$ cat config.mk
export PLATFORM = sky130hd
export DESIGN_NAME = rxr_ring_filler
export DESIGN_NICKNAME = d
export VERILOG_FILES = /design/src/rtl/rxr_pkg.sv /design/src/rtl/rxr_frame_store.sv /design/src/rtl/rxr_stream_sel.sv /design/src/rtl/rxr_ring_walker.sv /design/src/rtl/rxr_ring_filler.sv
export SDC_FILE = /design/constraint.sdc
export NUM_CORES = 2
export LEC_CHECK = 0
export BUFFER_PORTS_ARGS = -buffer_cell sky130_fd_sc_hd__buf_2
export CAP_MARGIN = 10
export CORE_MARGIN = 4
export CORE_UTILIZATION = 45
export CTS_CLUSTER_SIZE = 25
export DETAILED_ROUTE_END_ITERATION = 12
export RECOVER_POWER = 50
export SETUP_SLACK_MARGIN = 0.05
export SLEW_MARGIN = 25
export SYNTH_ARGS = -nofsm -noshare
export SYNTH_HDL_FRONTEND = slang
export SYNTH_SLANG_ARGS = --single-unit
$ cat constraint.sdc
create_clock -name clk -period 10 [get_ports clk]
set_input_delay 0 -clock clk [delete_from_list [all_inputs] [get_ports clk]]
set_output_delay 0 -clock clk [all_outputs]
set_load 0.05 [all_outputs]
$ cat src/rtl/rxr_pkg.sv
// Shared descriptor status bit positions and state encodings for the
// receive ring filler. Assumes a 16-bit status field in word 0 bits 31..16.
package rxr_pkg;
    localparam int FL_EMPTY = 15;
    localparam int FL_WRAP  = 13;
    localparam int FL_INT   = 12;
    localparam int FL_FIRST = 11;
    localparam int FL_LAST  = 10;
    localparam int FL_LONG  = 5;
    localparam int FL_SHORT = 3;
    localparam int FL_CLR_W = 11;   // low status bits wiped on the final descriptor

    localparam int DESC_BYTES = 8;
    localparam logic [15:0] SHORT_DROP_LEN = 16'd60;
    localparam logic [15:0] SHORT_FLAG_LEN = 16'd64;
    localparam logic [15:0] TAIL_BYTES     = 16'd4;
    localparam logic [15:0] CB_BASE_BYTES  = 16'd8;

    typedef enum logic [1:0] {C_WAIT, C_CAP, C_DROP} cap_st_t;

    typedef enum logic [2:0] {
        W_IDLE, W_RD0, W_RD1, W_CHK, W_FILL, W_WB, W_NEXT, W_HALT
    } walk_st_t;
endpackage

$ cat src/rtl/rxr_frame_store.sv
// Captures one frame from the byte stream into a local buffer and hands it
// to the ring walker. Refuses frames while one is held or when receive is
// off/stopped, and drops short frames when asked.
// Assumes frames are no longer than MAX_LEN bytes.
module rxr_frame_store
    import rxr_pkg::*;
#(
    parameter int MAX_LEN = 256,
    localparam int IW = $clog2(MAX_LEN)
) (
    input  logic          clk,
    input  logic          rst_n,
    input  logic          in_valid,
    input  logic [7:0]    in_data,
    input  logic          in_last,
    input  logic          rx_en,
    input  logic          gstop,
    input  logic          short_drop,
    input  logic          release_i,
    input  logic [IW-1:0] rd_idx,
    output logic [7:0]    rd_byte,
    output logic          frame_go,
    output logic [15:0]   frame_len,
    output logic          ev_drop
);
    cap_st_t     st;
    logic        held;
    logic [15:0] cnt;
    logic [7:0]  buf_mem [MAX_LEN];
    logic        refuse;
    logic        wr_en;
    logic [IW-1:0] wr_idx;
    logic [15:0] fin_len;

    // Refusal decided on the first byte of a frame.
    assign refuse = held || !rx_en || gstop;
    // Length the frame will have if this byte is its last.
    assign fin_len = (st == C_WAIT) ? 16'd1 : cnt + 16'd1;

    // Byte write into the local buffer.
    assign wr_en  = in_valid && ((st == C_WAIT && !refuse) || st == C_CAP) && (cnt < 16'(MAX_LEN));
    assign wr_idx = (st == C_WAIT) ? '0 : IW'(cnt);

    // Buffer storage write port.
    always_ff @(posedge clk) begin
        if (wr_en) buf_mem[wr_idx] <= in_data;
    end

    // Buffer read port used by the walker.
    assign rd_byte = buf_mem[rd_idx];

    // Capture state machine with hand-off and release of the held frame.
    always_ff @(posedge clk) begin
        if (!rst_n) begin
            st        <= C_WAIT;
            held      <= 1'b0;
            cnt       <= '0;
            frame_go  <= 1'b0;
            frame_len <= '0;
            ev_drop   <= 1'b0;
        end else begin
            frame_go <= 1'b0;
            ev_drop  <= 1'b0;
            if (release_i) held <= 1'b0;
            case (st)
                C_WAIT: if (in_valid) begin
                    if (refuse) begin
                        ev_drop <= 1'b1;
                        if (!in_last) st <= C_DROP;
                    end else begin
                        cnt <= 16'd1;
                        if (!in_last) st <= C_CAP;
                    end
                end
                C_CAP: if (in_valid) begin
                    cnt <= fin_len;
                    if (in_last) st <= C_WAIT;
                end
                C_DROP: if (in_valid && in_last) st <= C_WAIT;
                default: st <= C_WAIT;
            endcase
            // Finalize an accepted frame on its last byte.
            if (in_valid && in_last && ((st == C_WAIT && !refuse) || st == C_CAP)) begin
                if (short_drop && fin_len < SHORT_DROP_LEN) begin
                    ev_drop <= 1'b1;
                end else begin
                    held      <= 1'b1;
                    frame_go  <= 1'b1;
                    frame_len <= fin_len;
                end
            end
        end
    end

    AST_HELD_REFUSES: assert property (@(posedge clk) disable iff (!rst_n)
        (held && !release_i && st == C_WAIT && in_valid) |=> (st != C_CAP && !frame_go));
    AST_SHORT_NOT_PASSED: assert property (@(posedge clk) disable iff (!rst_n)
        frame_go |-> !($past(short_drop) && frame_len < SHORT_DROP_LEN));
endmodule

$ cat src/rtl/rxr_stream_sel.sv
// Maps a position in the outgoing byte stream (control block, frame data,
// zero tail) to the byte value to write and the store index to read.
module rxr_stream_sel #(
    parameter int IW = 8
) (
    input  logic [15:0]   pos,
    input  logic [15:0]   cb_len,
    input  logic [15:0]   flen,
    input  logic [7:0]    rd_byte,
    output logic [IW-1:0] rd_idx,
    output logic [7:0]    byte_o
);
    logic in_data;

    // Frame data occupies [cb_len, cb_len+flen); everything else is zero.
    always_comb begin
        in_data = (pos >= cb_len) && (pos < cb_len + flen);
        rd_idx  = IW'(pos - cb_len);
        byte_o  = in_data ? rd_byte : 8'h00;
    end
endmodule

$ cat src/rtl/rxr_ring_walker.sv
// Walks the descriptor ring for a held frame: reads each descriptor,
// fills empty buffers one byte per cycle, writes status/length back,
// advances with wrap, and halts with resumable state when it runs dry.
// Assumes a memory port with one-cycle read latency and no back-pressure.
module rxr_ring_walker
    import rxr_pkg::*;
#(
    parameter int AW = 32,
    parameter int IW = 8
) (
    input  logic          clk,
    input  logic          rst_n,
    input  logic          go,
    input  logic [15:0]   frame_len,
    output logic          release_o,
    output logic [IW-1:0] rd_idx,
    input  logic [7:0]    rd_byte,
    input  logic          cb_en,
    input  logic [4:0]    cb_pad,
    input  logic [15:0]   max_buf,
    input  logic [15:0]   max_frm,
    input  logic [AW-1:0] ring_base,
    input  logic          ptr_load,
    input  logic [AW-1:0] ptr_value,
    input  logic          restart,
    output logic          mem_req,
    output logic          mem_we,
    output logic [AW-1:0] mem_addr,
    output logic [3:0]    mem_be,
    output logic [31:0]   mem_wdata,
    input  logic [31:0]   mem_rdata,
    output logic          ev_buf,
    output logic          ev_frame,
    output logic          ring_halt,
    output logic          busy,
    output logic [AW-1:0] ring_ptr
);
    localparam logic [AW-1:0] ALIGN_MASK = ~AW'(DESC_BYTES - 1);
    localparam logic [AW-1:0] STEP       = AW'(DESC_BYTES);

    walk_st_t    st;
    logic [AW-1:0] ptr, start_addr, bufp, wa, nxt;
    logic [15:0] flags, nf;
    logic [15:0] flen, fsize, total, pos, cnt, chunk, cb_len, rem;
    logic        first_pend, last_bd, stop_ne;
    logic [7:0]  fill_byte;

    assign rem      = total - pos;
    assign wa       = bufp + AW'(cnt);
    assign nxt      = flags[FL_WRAP] ? (ring_base & ALIGN_MASK) : ptr + STEP;
    assign ring_ptr = ptr;
    assign busy     = (st != W_IDLE) && (st != W_HALT);

    rxr_stream_sel #(.IW(IW)) i_sel (
        .pos     (pos),
        .cb_len  (cb_len),
        .flen    (flen),
        .rd_byte (rd_byte),
        .rd_idx  (rd_idx),
        .byte_o  (fill_byte)
    );

    // Status word to write back for the current descriptor.
    always_comb begin
        nf = flags;
        if (chunk != 16'd0) begin
            nf[FL_EMPTY] = 1'b0;
            if (first_pend) nf[FL_FIRST] = 1'b1;
        end
        if (last_bd) begin
            nf[FL_CLR_W-1:0] = '0;
            nf[FL_LAST]  = 1'b1;
            nf[FL_LONG]  = (fsize >= max_frm);
            nf[FL_SHORT] = (fsize < SHORT_FLAG_LEN);
        end
    end

    // Memory port drive per walk state.
    always_comb begin
        mem_req   = 1'b0;
        mem_we    = 1'b0;
        mem_addr  = '0;
        mem_be    = 4'h0;
        mem_wdata = '0;
        case (st)
            W_RD0: begin
                mem_req  = 1'b1;
                mem_addr = ptr;
            end
            W_RD1: begin
                mem_req  = 1'b1;
                mem_addr = ptr + AW'(4);
            end
            W_FILL: begin
                mem_req   = 1'b1;
                mem_we    = 1'b1;
                mem_addr  = {wa[AW-1:2], 2'b00};
                mem_be    = 4'b0001 << wa[1:0];
                mem_wdata = {4{fill_byte}};
            end
            W_WB: begin
                mem_req   = 1'b1;
                mem_we    = 1'b1;
                mem_addr  = ptr;
                mem_be    = 4'hF;
                mem_wdata = {nf, chunk};
            end
            default: ;
        endcase
    end

    // Walk sequencing, pointer update, halt and events.
    always_ff @(posedge clk) begin
        if (!rst_n) begin
            st         <= W_IDLE;
            ptr        <= '0;
            start_addr <= '0;
            bufp       <= '0;
            flags      <= '0;
            flen       <= '0;
            fsize      <= '0;
            total      <= '0;
            pos        <= '0;
            cnt        <= '0;
            chunk      <= '0;
            cb_len     <= '0;
            first_pend <= 1'b0;
            last_bd    <= 1'b0;
            stop_ne    <= 1'b0;
            ring_halt  <= 1'b0;
            release_o  <= 1'b0;
            ev_buf     <= 1'b0;
            ev_frame   <= 1'b0;
        end else begin
            release_o <= 1'b0;
            ev_buf    <= 1'b0;
            ev_frame  <= 1'b0;
            case (st)
                W_IDLE: begin
                    if (ptr_load) ptr <= ptr_value & ALIGN_MASK;
                    if (go) begin
                        flen       <= frame_len;
                        fsize      <= frame_len + TAIL_BYTES;
                        cb_len     <= cb_en ? CB_BASE_BYTES + {11'b0, cb_pad} : 16'd0;
                        total      <= (cb_en ? CB_BASE_BYTES + {11'b0, cb_pad} : 16'd0)
                                      + frame_len + TAIL_BYTES;
                        pos        <= '0;
                        first_pend <= 1'b1;
                        start_addr <= ptr;
                        st         <= W_RD0;
                    end
                end
                W_RD0: st <= W_RD1;
                W_RD1: begin
                    flags <= mem_rdata[31:16];
                    st    <= W_CHK;
                end
                W_CHK: begin
                    bufp <= mem_rdata[AW-1:0];
                    cnt  <= '0;
                    if (!flags[FL_EMPTY]) begin
                        stop_ne <= 1'b1;
                        st      <= W_NEXT;
                    end else begin
                        stop_ne <= 1'b0;
                        chunk   <= (rem <= max_buf) ? rem : max_buf;
                        last_bd <= (rem <= max_buf);
                        st      <= (max_buf == 16'd0) ? W_WB : W_FILL;
                    end
                end
                W_FILL: begin
                    pos <= pos + 16'd1;
                    cnt <= cnt + 16'd1;
                    if (cnt + 16'd1 == chunk) st <= W_WB;
                end
                W_WB: begin
                    if (flags[FL_INT]) begin
                        if (last_bd) ev_frame <= 1'b1;
                        else         ev_buf   <= 1'b1;
                    end
                    if (chunk != 16'd0) first_pend <= 1'b0;
                    st <= W_NEXT;
                end
                W_NEXT: begin
                    ptr <= nxt;
                    if (rem == 16'd0) begin
                        release_o <= 1'b1;
                        st        <= W_IDLE;
                    end else if (stop_ne || nxt == start_addr) begin
                        ring_halt <= 1'b1;
                        st        <= W_HALT;
                    end else begin
                        st <= W_RD0;
                    end
                end
                W_HALT: if (restart) begin
                    ring_halt  <= 1'b0;
                    start_addr <= ptr;
                    st         <= W_RD0;
                end
                default: st <= W_IDLE;
            endcase
        end
    end

    AST_HALT_STICKY: assert property (@(posedge clk) disable iff (!rst_n)
        (ring_halt && !restart) |=> ring_halt);
    AST_DESC_ALIGNED: assert property (@(posedge clk) disable iff (!rst_n)
        (mem_req && mem_be == 4'hF) |-> (mem_addr[2:0] == 3'd0));
    AST_CHUNK_BOUND: assert property (@(posedge clk) disable iff (!rst_n)
        (mem_req && mem_we && mem_be != 4'hF) |-> (cnt < max_buf));
    AST_EVENTS_EXCL: assert property (@(posedge clk) disable iff (!rst_n)
        !(ev_buf && ev_frame));
    AST_FRAME_AT_END: assert property (@(posedge clk) disable iff (!rst_n)
        ev_frame |-> (rem == 16'd0));
    AST_POS_BOUND: assert property (@(posedge clk) disable iff (!rst_n)
        pos <= total);
endmodule

$ cat src/rtl/rxr_ring_filler.sv
// Top of the receive descriptor ring filler: frame store feeding the ring
// walker, which owns the memory port. One ring, one frame in flight.
module rxr_ring_filler #(
    parameter int MAX_LEN = 256,
    parameter int AW      = 32,
    localparam int IW = $clog2(MAX_LEN)
) (
    input  logic          clk,
    input  logic          rst_n,
    input  logic          fin_valid,
    input  logic [7:0]    fin_data,
    input  logic          fin_last,
    output logic          mem_req,
    output logic          mem_we,
    output logic [AW-1:0] mem_addr,
    output logic [3:0]    mem_be,
    output logic [31:0]   mem_wdata,
    input  logic [31:0]   mem_rdata,
    input  logic [AW-1:0] cfg_ring_base,
    input  logic          cfg_ptr_load,
    input  logic [AW-1:0] cfg_ptr_value,
    input  logic [15:0]   cfg_max_buf,
    input  logic [15:0]   cfg_max_frame,
    input  logic          cfg_cb_en,
    input  logic [4:0]    cfg_cb_pad,
    input  logic          cfg_short_drop,
    input  logic          cfg_rx_en,
    input  logic          cfg_gstop,
    input  logic          ring_restart,
    output logic          ev_buf,
    output logic          ev_frame,
    output logic          ev_drop,
    output logic          ring_halt,
    output logic          busy,
    output logic [AW-1:0] ring_ptr
);
    logic          go, rel;
    logic [15:0]   flen;
    logic [IW-1:0] rd_idx;
    logic [7:0]    rd_byte;

    rxr_frame_store #(.MAX_LEN(MAX_LEN)) i_store (
        .clk        (clk),
        .rst_n      (rst_n),
        .in_valid   (fin_valid),
        .in_data    (fin_data),
        .in_last    (fin_last),
        .rx_en      (cfg_rx_en),
        .gstop      (cfg_gstop),
        .short_drop (cfg_short_drop),
        .release_i  (rel),
        .rd_idx     (rd_idx),
        .rd_byte    (rd_byte),
        .frame_go   (go),
        .frame_len  (flen),
        .ev_drop    (ev_drop)
    );

    rxr_ring_walker #(.AW(AW), .IW(IW)) i_walk (
        .clk       (clk),
        .rst_n     (rst_n),
        .go        (go),
        .frame_len (flen),
        .release_o (rel),
        .rd_idx    (rd_idx),
        .rd_byte   (rd_byte),
        .cb_en     (cfg_cb_en),
        .cb_pad    (cfg_cb_pad),
        .max_buf   (cfg_max_buf),
        .max_frm   (cfg_max_frame),
        .ring_base (cfg_ring_base),
        .ptr_load  (cfg_ptr_load),
        .ptr_value (cfg_ptr_value),
        .restart   (ring_restart),
        .mem_req   (mem_req),
        .mem_we    (mem_we),
        .mem_addr  (mem_addr),
        .mem_be    (mem_be),
        .mem_wdata (mem_wdata),
        .mem_rdata (mem_rdata),
        .ev_buf    (ev_buf),
        .ev_frame  (ev_frame),
        .ring_halt (ring_halt),
        .busy      (busy),
        .ring_ptr  (ring_ptr)
    );
endmodule

==> flow_summary.html <==
<table>
<tr><th>Metric</th><th>Value</th></tr>
<tr><th colspan="2">Status</th></tr>
<tr><td>Result of the run</td><td>finished with violations</td></tr>
<tr><td>Violations in the final reports</td><td>capacitance limit, slew limit</td></tr>
<tr><th colspan="2">STA</th></tr>
<tr><td>Unrepaired setup endpoints after global routing</td><td>no</td></tr>
<tr><td>Period utilization</td><td>79.4%</td></tr>
<tr><td>Final Slew Violations</td><td>approximately 1900</td></tr>
<tr><td>Remaining max-slew budget at the tightest pin</td><td>-317%</td></tr>
<tr><td>Number of setup violations in the final report</td><td>0</td></tr>
<tr><td>Clock skew after layout</td><td>0.0209 ns</td></tr>
<tr><td>Transition time of the tightest slew-check pin</td><td>6.26 ns</td></tr>
<tr><td>Total count of hold-check failures in the final report</td><td>0</td></tr>
<tr><td>Fmax</td><td>between 0.1 and 0.15 GHz</td></tr>
<tr><td>Post-Route Setup TNS</td><td>0 ns</td></tr>
<tr><td>Min Tclk post-route</td><td>around 7.9 ns</td></tr>
<tr><td>Worst slack on hold paths</td><td>0.0726 ns</td></tr>
<tr><th colspan="2">Power</th></tr>
<tr><td>Logic gate share of total power</td><td>under 10%</td></tr>
<tr><td>Clock group share of total power</td><td>42.6%</td></tr>
<tr><td>Power density over cell area</td><td>176 nW/um^2</td></tr>
<tr><td>Design internal power</td><td>15400 uW</td></tr>
<tr><td>Switching part of the total power</td><td>21.0%</td></tr>
<tr><td>Post-route total power</td><td>about 19000 uW</td></tr>
<tr><td>P_sw</td><td>between 4000 and 5000 uW</td></tr>
<tr><td>Worst IR Drop VDD</td><td>between 0.1 and 0.15 mV</td></tr>
<tr><td>Sequential power share</td><td>54.1%</td></tr>
<tr><td>Static leakage</td><td>about 0.036 uW</td></tr>
<tr><th colspan="2">Layout</th></tr>
<tr><td>Number of fill cells in the layout</td><td>17300</td></tr>
<tr><td>Area added between synthesis and finish</td><td>14.1%</td></tr>
<tr><td>Fraction of final layout cells with drive strength greater than 1</td><td>19.9%</td></tr>
<tr><td>NumNets Final</td><td>roughly 6600</td></tr>
<tr><th colspan="2">CTS</th></tr>
<tr><td>Number of CTS-inserted buffers</td><td>229</td></tr>
<tr><td>Clk_lat worst skew</td><td>0.86 ns</td></tr>
<tr><td>Count of H-tree levels built during CTS</td><td>4</td></tr>
<tr><td>Largest buffer count on any clock path</td><td>3</td></tr>
<tr><td>Sinks on the clock net</td><td>2307</td></tr>
<tr><td>Clock transition at the registers of the reported paths</td><td>0.06 ns</td></tr>
<tr><td>Clock root cell</td><td>sky130_fd_sc_hd__clkbuf_16</td></tr>
<tr><td>CTS tree</td><td>built</td></tr>
<tr><th colspan="2">GRT</th></tr>
<tr><td>Global-route wire length before repair</td><td>377000 um</td></tr>
<tr><td>Antenna violations before repair</td><td>9</td></tr>
<tr><td>Global routing usage summed across all routing layers</td><td>22.8%</td></tr>
<tr><td>Maximum number of pins on one net before global-route repair</td><td>around 130</td></tr>
<tr><td>Total congestion overflow after global routing</td><td>0</td></tr>
<tr><td>Via count of the first global-routing pass</td><td>54700</td></tr>
<tr><th colspan="2">Synth</th></tr>
<tr><td>Share of synthesized area occupied by flip-flops and latches</td><td>68.5%</td></tr>
<tr><td>Fraction of registers with async set/reset</td><td>0%</td></tr>
<tr><td>Number of synthesized flops with an enable pin</td><td>2048</td></tr>
<tr><td>Synthesized netlist net count</td><td>6090</td></tr>
<tr><td>Dominant register cell in the synthesized netlist</td><td>sky130_fd_sc_hd__edfxtp_1</td></tr>
<tr><td>Avg Synthesized Cell Area</td><td>roughly 17 um^2</td></tr>
<tr><td>Count of distinct cell types in the synthesized netlist</td><td>84</td></tr>
<tr><td>Count of synthesis-stage warnings from yosys</td><td>0</td></tr>
<tr><td>Mapped Area</td><td>97300 um^2</td></tr>
<tr><td>Synth Register Bits</td><td>2307</td></tr>
<tr><td>Gate count after technology mapping</td><td>5825</td></tr>
<tr><th colspan="2">Setup path</th></tr>
<tr><td>Critical Path Sink Type</td><td>register</td></tr>
<tr><td>Data required, critical path</td><td>~10 ns</td></tr>
<tr><td>CP startpoint kind</td><td>input pin</td></tr>
<tr><td>CP max stage delay</td><td>slightly below 4 ns</td></tr>
<tr><td>Cells along the critical path</td><td>dlygate4sd3_1 &gt; clkbuf_1 &gt; clkbuf_1 &gt; clkbuf_2</td></tr>
<tr><td>Family with the most delay on the worst path</td><td>buffers and inverters</td></tr>
<tr><td>Cell repeated most along the worst path</td><td>sky130_fd_sc_hd__clkbuf_1</td></tr>
<tr><td>Worst reg2reg setup slack</td><td>4.56 ns</td></tr>
<tr><td>Cell with the biggest individual delay on the critical path</td><td>sky130_fd_sc_hd__clkbuf_1</td></tr>
<tr><td>Arrival time of the worst setup path</td><td>8.33 ns</td></tr>
<tr><td>Peak fanout along the critical path</td><td>110</td></tr>
<tr><td>Total buffers and inverters traversed by the critical path</td><td>4</td></tr>
<tr><td>Critical setup path kind</td><td>input pin to register</td></tr>
<tr><th colspan="2">Worst hold path</th></tr>
<tr><td>Worst min-delay path class</td><td>input pin to register</td></tr>
<tr><th colspan="2">Routing</th></tr>
<tr><td>Routed vias</td><td>55400</td></tr>
<tr><td>DR iter-0 viols</td><td>6166</td></tr>
<tr><td>Number of design rule violations left after detail routing</td><td>0</td></tr>
<tr><td>Count of antenna-violating nets left after detailed routing</td><td>0</td></tr>
<tr><td>Drt first pass iters</td><td>8</td></tr>
<tr><td>DR WL/cell</td><td>27.7 um</td></tr>
<tr><td>Routed wire length</td><td>258000 um</td></tr>
<tr><td>Post-DR vias/cell</td><td>slightly below 6</td></tr>
<tr><th colspan="2">Floorplanning</th></tr>
<tr><td>Height of the die</td><td>473 um</td></tr>
<tr><td>Area of the die</td><td>roughly 220000 um^2</td></tr>
<tr><td>Width of the die</td><td>473 um</td></tr>
<tr><td>Core area</td><td>215000 um^2</td></tr>
<tr><td>Std cell rows</td><td>170</td></tr>
<tr><td>Number of top-level pins</td><td>258</td></tr>
<tr><td>Starting density of the core</td><td>45.3%</td></tr>
<tr><th colspan="2">Placement</th></tr>
<tr><td>Final GP Congestion</td><td>0.908</td></tr>
<tr><td>Port buffer count</td><td>251</td></tr>
<tr><td>Post-DP HPWL</td><td>roughly 160000 um</td></tr>
<tr><th colspan="2">Run</th></tr>
<tr><td>Max Cap Viol</td><td>24</td></tr>
</table>
## layer usage
layer | part of all wire (%) | GRT usage, %
met1 | 42 | 32.8
met2 | 47 | 35.9
met5 | 0.0050 | 0
met3 | 7.6 | 4.02
met4 | 3.1 | 7.03
## sequential cells by signal, indices dropped and copies added (netlist names), 32 cells and up
signal and count:
i_store.buf_mem 2048, i_walk.bufp 32, i_walk.ring_ptr 32, i_walk.start_addr 32
## timing repair
item | CTS | global route
gates resized for setup | 0 | 0
buffers inserted | 0 | 0
endpoints found under the hold margin | 1094 | 0
hold buffers | 228 | 0
## synth_stat cells (6+ instances only)
| master | number | area [um^2] |
|---|---|---|
| sky130_fd_sc_hd__and3_1 | 35 | 219 |
| sky130_fd_sc_hd__inv_1 | 101 | 379 |
| sky130_fd_sc_hd__a21o_1 | 24 | 180 |
| sky130_fd_sc_hd__o31ai_1 | 12 | 90.1 |
| sky130_fd_sc_hd__mux2i_1 | 102 | 1020 |
| sky130_fd_sc_hd__nor2_1 | 478 | 1790 |
| sky130_fd_sc_hd__buf_2 | 90 | 450 |
| sky130_fd_sc_hd__o21bai_1 | 8 | 60.1 |
| sky130_fd_sc_hd__or3_1 | 18 | 113 |
| sky130_fd_sc_hd__ha_1 | 109 | 1360 |
| sky130_fd_sc_hd__or4_1 | 12 | 90.1 |
| sky130_fd_sc_hd__o221ai_1 | 11 | 96.3 |
| sky130_fd_sc_hd__nand4_1 | 44 | 275 |
| sky130_fd_sc_hd__and2_1 | 23 | 144 |
| sky130_fd_sc_hd__clkbuf_1 | 229 | 860 |
| sky130_fd_sc_hd__nand2b_1 | 20 | 125 |
| sky130_fd_sc_hd__nand2_1 | 466 | 1750 |
| sky130_fd_sc_hd__xnor2_1 | 109 | 955 |
| sky130_fd_sc_hd__a311oi_1 | 8 | 70.1 |
| sky130_fd_sc_hd__a31oi_1 | 14 | 87.6 |
| sky130_fd_sc_hd__o21a_1 | 19 | 143 |
| sky130_fd_sc_hd__nor3b_1 | 14 | 105 |
| sky130_fd_sc_hd__o211ai_1 | 11 | 82.6 |
| sky130_fd_sc_hd__nand3_1 | 69 | 345 |
| sky130_fd_sc_hd__a221oi_1 | 20 | 175 |
| sky130_fd_sc_hd__dfxtp_1 | 259 | 5180 |
| sky130_fd_sc_hd__a21oi_1 | 260 | 1300 |
| sky130_fd_sc_hd__a22oi_1 | 40 | 300 |
| sky130_fd_sc_hd__xor2_1 | 57 | 499 |
| sky130_fd_sc_hd__o22ai_1 | 22 | 138 |
| sky130_fd_sc_hd__o2111ai_1 | 7 | 61.3 |
| sky130_fd_sc_hd__nor2b_1 | 24 | 150 |
| sky130_fd_sc_hd__nand3b_1 | 6 | 45.0 |
| sky130_fd_sc_hd__o21ai_0 | 143 | 716 |
| sky130_fd_sc_hd__and4_1 | 13 | 114 |
| sky130_fd_sc_hd__a211o_1 | 7 | 61.3 |
| sky130_fd_sc_hd__buf_1 | 20 | 75.1 |
| sky130_fd_sc_hd__a211oi_1 | 32 | 240 |
| sky130_fd_sc_hd__nor3_1 | 67 | 335 |
| sky130_fd_sc_hd__mux2_2 | 15 | 169 |
| sky130_fd_sc_hd__mux4_2 | 640 | 14400 |
| sky130_fd_sc_hd__a2111oi_0 | 8 | 70.1 |
| sky130_fd_sc_hd__edfxtp_1 | 2048 | 61500 |
| sky130_fd_sc_hd__nor4_1 | 31 | 194 |
## power by group through the flow
stage	registers (uW)	clock network, uW	logic, uW
2_1_floorplan	10700	0	247
3_3_place_gp	10700	0	553
3_5_place_dp	10700	0	567
4_1_cts	10500	8470	642
5_1_grt	10500	8870	679
6_report	10500	8310	636
## final timing paths
kind | startpoint | end | cells after the start
min | cfg_max_buf[7] | i_walk.chunk[7]$_SDFFE_PN0P_ | 4
max reg2reg | i_walk.st[0]$_SDFFE_PN0P_ | i_walk.cb_len[2]$_SDFFE_PN0P_ | 6
min reg2reg | i_walk.total[0]$_SDFFE_PN0P_ | i_walk.total[0]$_SDFFE_PN0P_ | 2
max | fin_data[3] | i_store.buf_mem[181][3]$_DFFE_PP_ | 4
## metrics by stage
step / utilization [%] / instances / cell area (um^2) / worst slack (ns)
2_1_floorplan: - / 5825 / 97300 / 5.81
6_report: 51.7 / 9321 / 111000 / 2.06
5_1_grt: 51.7 / 9320 / 111000 / 1.46
3_3_place_gp: 47.3 / 8663 / 102000 / 3.99
4_1_cts: 51.8 / 9313 / 111000 / 3.05
3_5_place_dp: 47.3 / 8663 / 102000 / 4.01
## worst reg2reg max path: cells and delay by family, from the launching register on
family                 cells  cell delay (ns)
buffers and inverters      2             3.15
and+or+nand+nor            3             1.54
DFF                        1             0.55
AOI/OAI and AO/OA          1             0.13
## logic make-up (layout without fill, tap and decap cells)
group                    after synthesis  in the layout  share of synthesized area (%)
buffers and inverters                451           1102                           1.91
multiplexers                         757            757                           16.0
other                                  0              7                              0
flip-flops                          2307           2307                           68.5
AO/OA/AOI/OAI                        689            689                           4.38
adder cells (fa/ha/maj)              114            114                           1.50
XOR/XNOR                             166            166                           1.49
AND/OR/NAND/NOR                     1341           1341                           6.15
## placed cells by master, fill, tap and decap left out, types with 33 or more instances in the layout
cell type                       count
sky130_fd_sc_hd__ha_1             108
sky130_fd_sc_hd__nor2_1           476
sky130_fd_sc_hd__inv_1            101
sky130_fd_sc_hd__nor3_1            66
sky130_fd_sc_hd__mux4_2           640
sky130_fd_sc_hd__edfxtp_1        2048
sky130_fd_sc_hd__a21oi_1          259
sky130_fd_sc_hd__buf_2            206
sky130_fd_sc_hd__xnor2_1          107
sky130_fd_sc_hd__a22oi_1           40
sky130_fd_sc_hd__nand4_1           44
sky130_fd_sc_hd__clkinv_1          45
sky130_fd_sc_hd__dlygate4sd3_1    228
sky130_fd_sc_hd__o21ai_0          143
sky130_fd_sc_hd__clkbuf_16        230
sky130_fd_sc_hd__nand3_1           66
sky130_fd_sc_hd__xor2_1            57
sky130_fd_sc_hd__buf_4             70
sky130_fd_sc_hd__dfxtp_1          258
sky130_fd_sc_hd__clkinv_2          33
sky130_fd_sc_hd__nand2_1          466
sky130_fd_sc_hd__clkbuf_1         129
sky130_fd_sc_hd__and3_1            35
sky130_fd_sc_hd__mux2i_1          102
## final cells by class
cell class | instances | area (um^2) | area share, %
clock inverter | 117 | 1080 | 0.976
timing repair buffer | 578 | 4260 | 3.83
sequential | 2307 | 66700 | 60.1
antenna | 7 | 17.5 | 0.0158
multi-input combinational | 3067 | 28900 | 26.0
inverter | 102 | 388 | 0.349
clock buffer | 305 | 6120 | 5.51
tap | 2838 | 3550 | 3.20
Power figures use the tool's default switching activity.
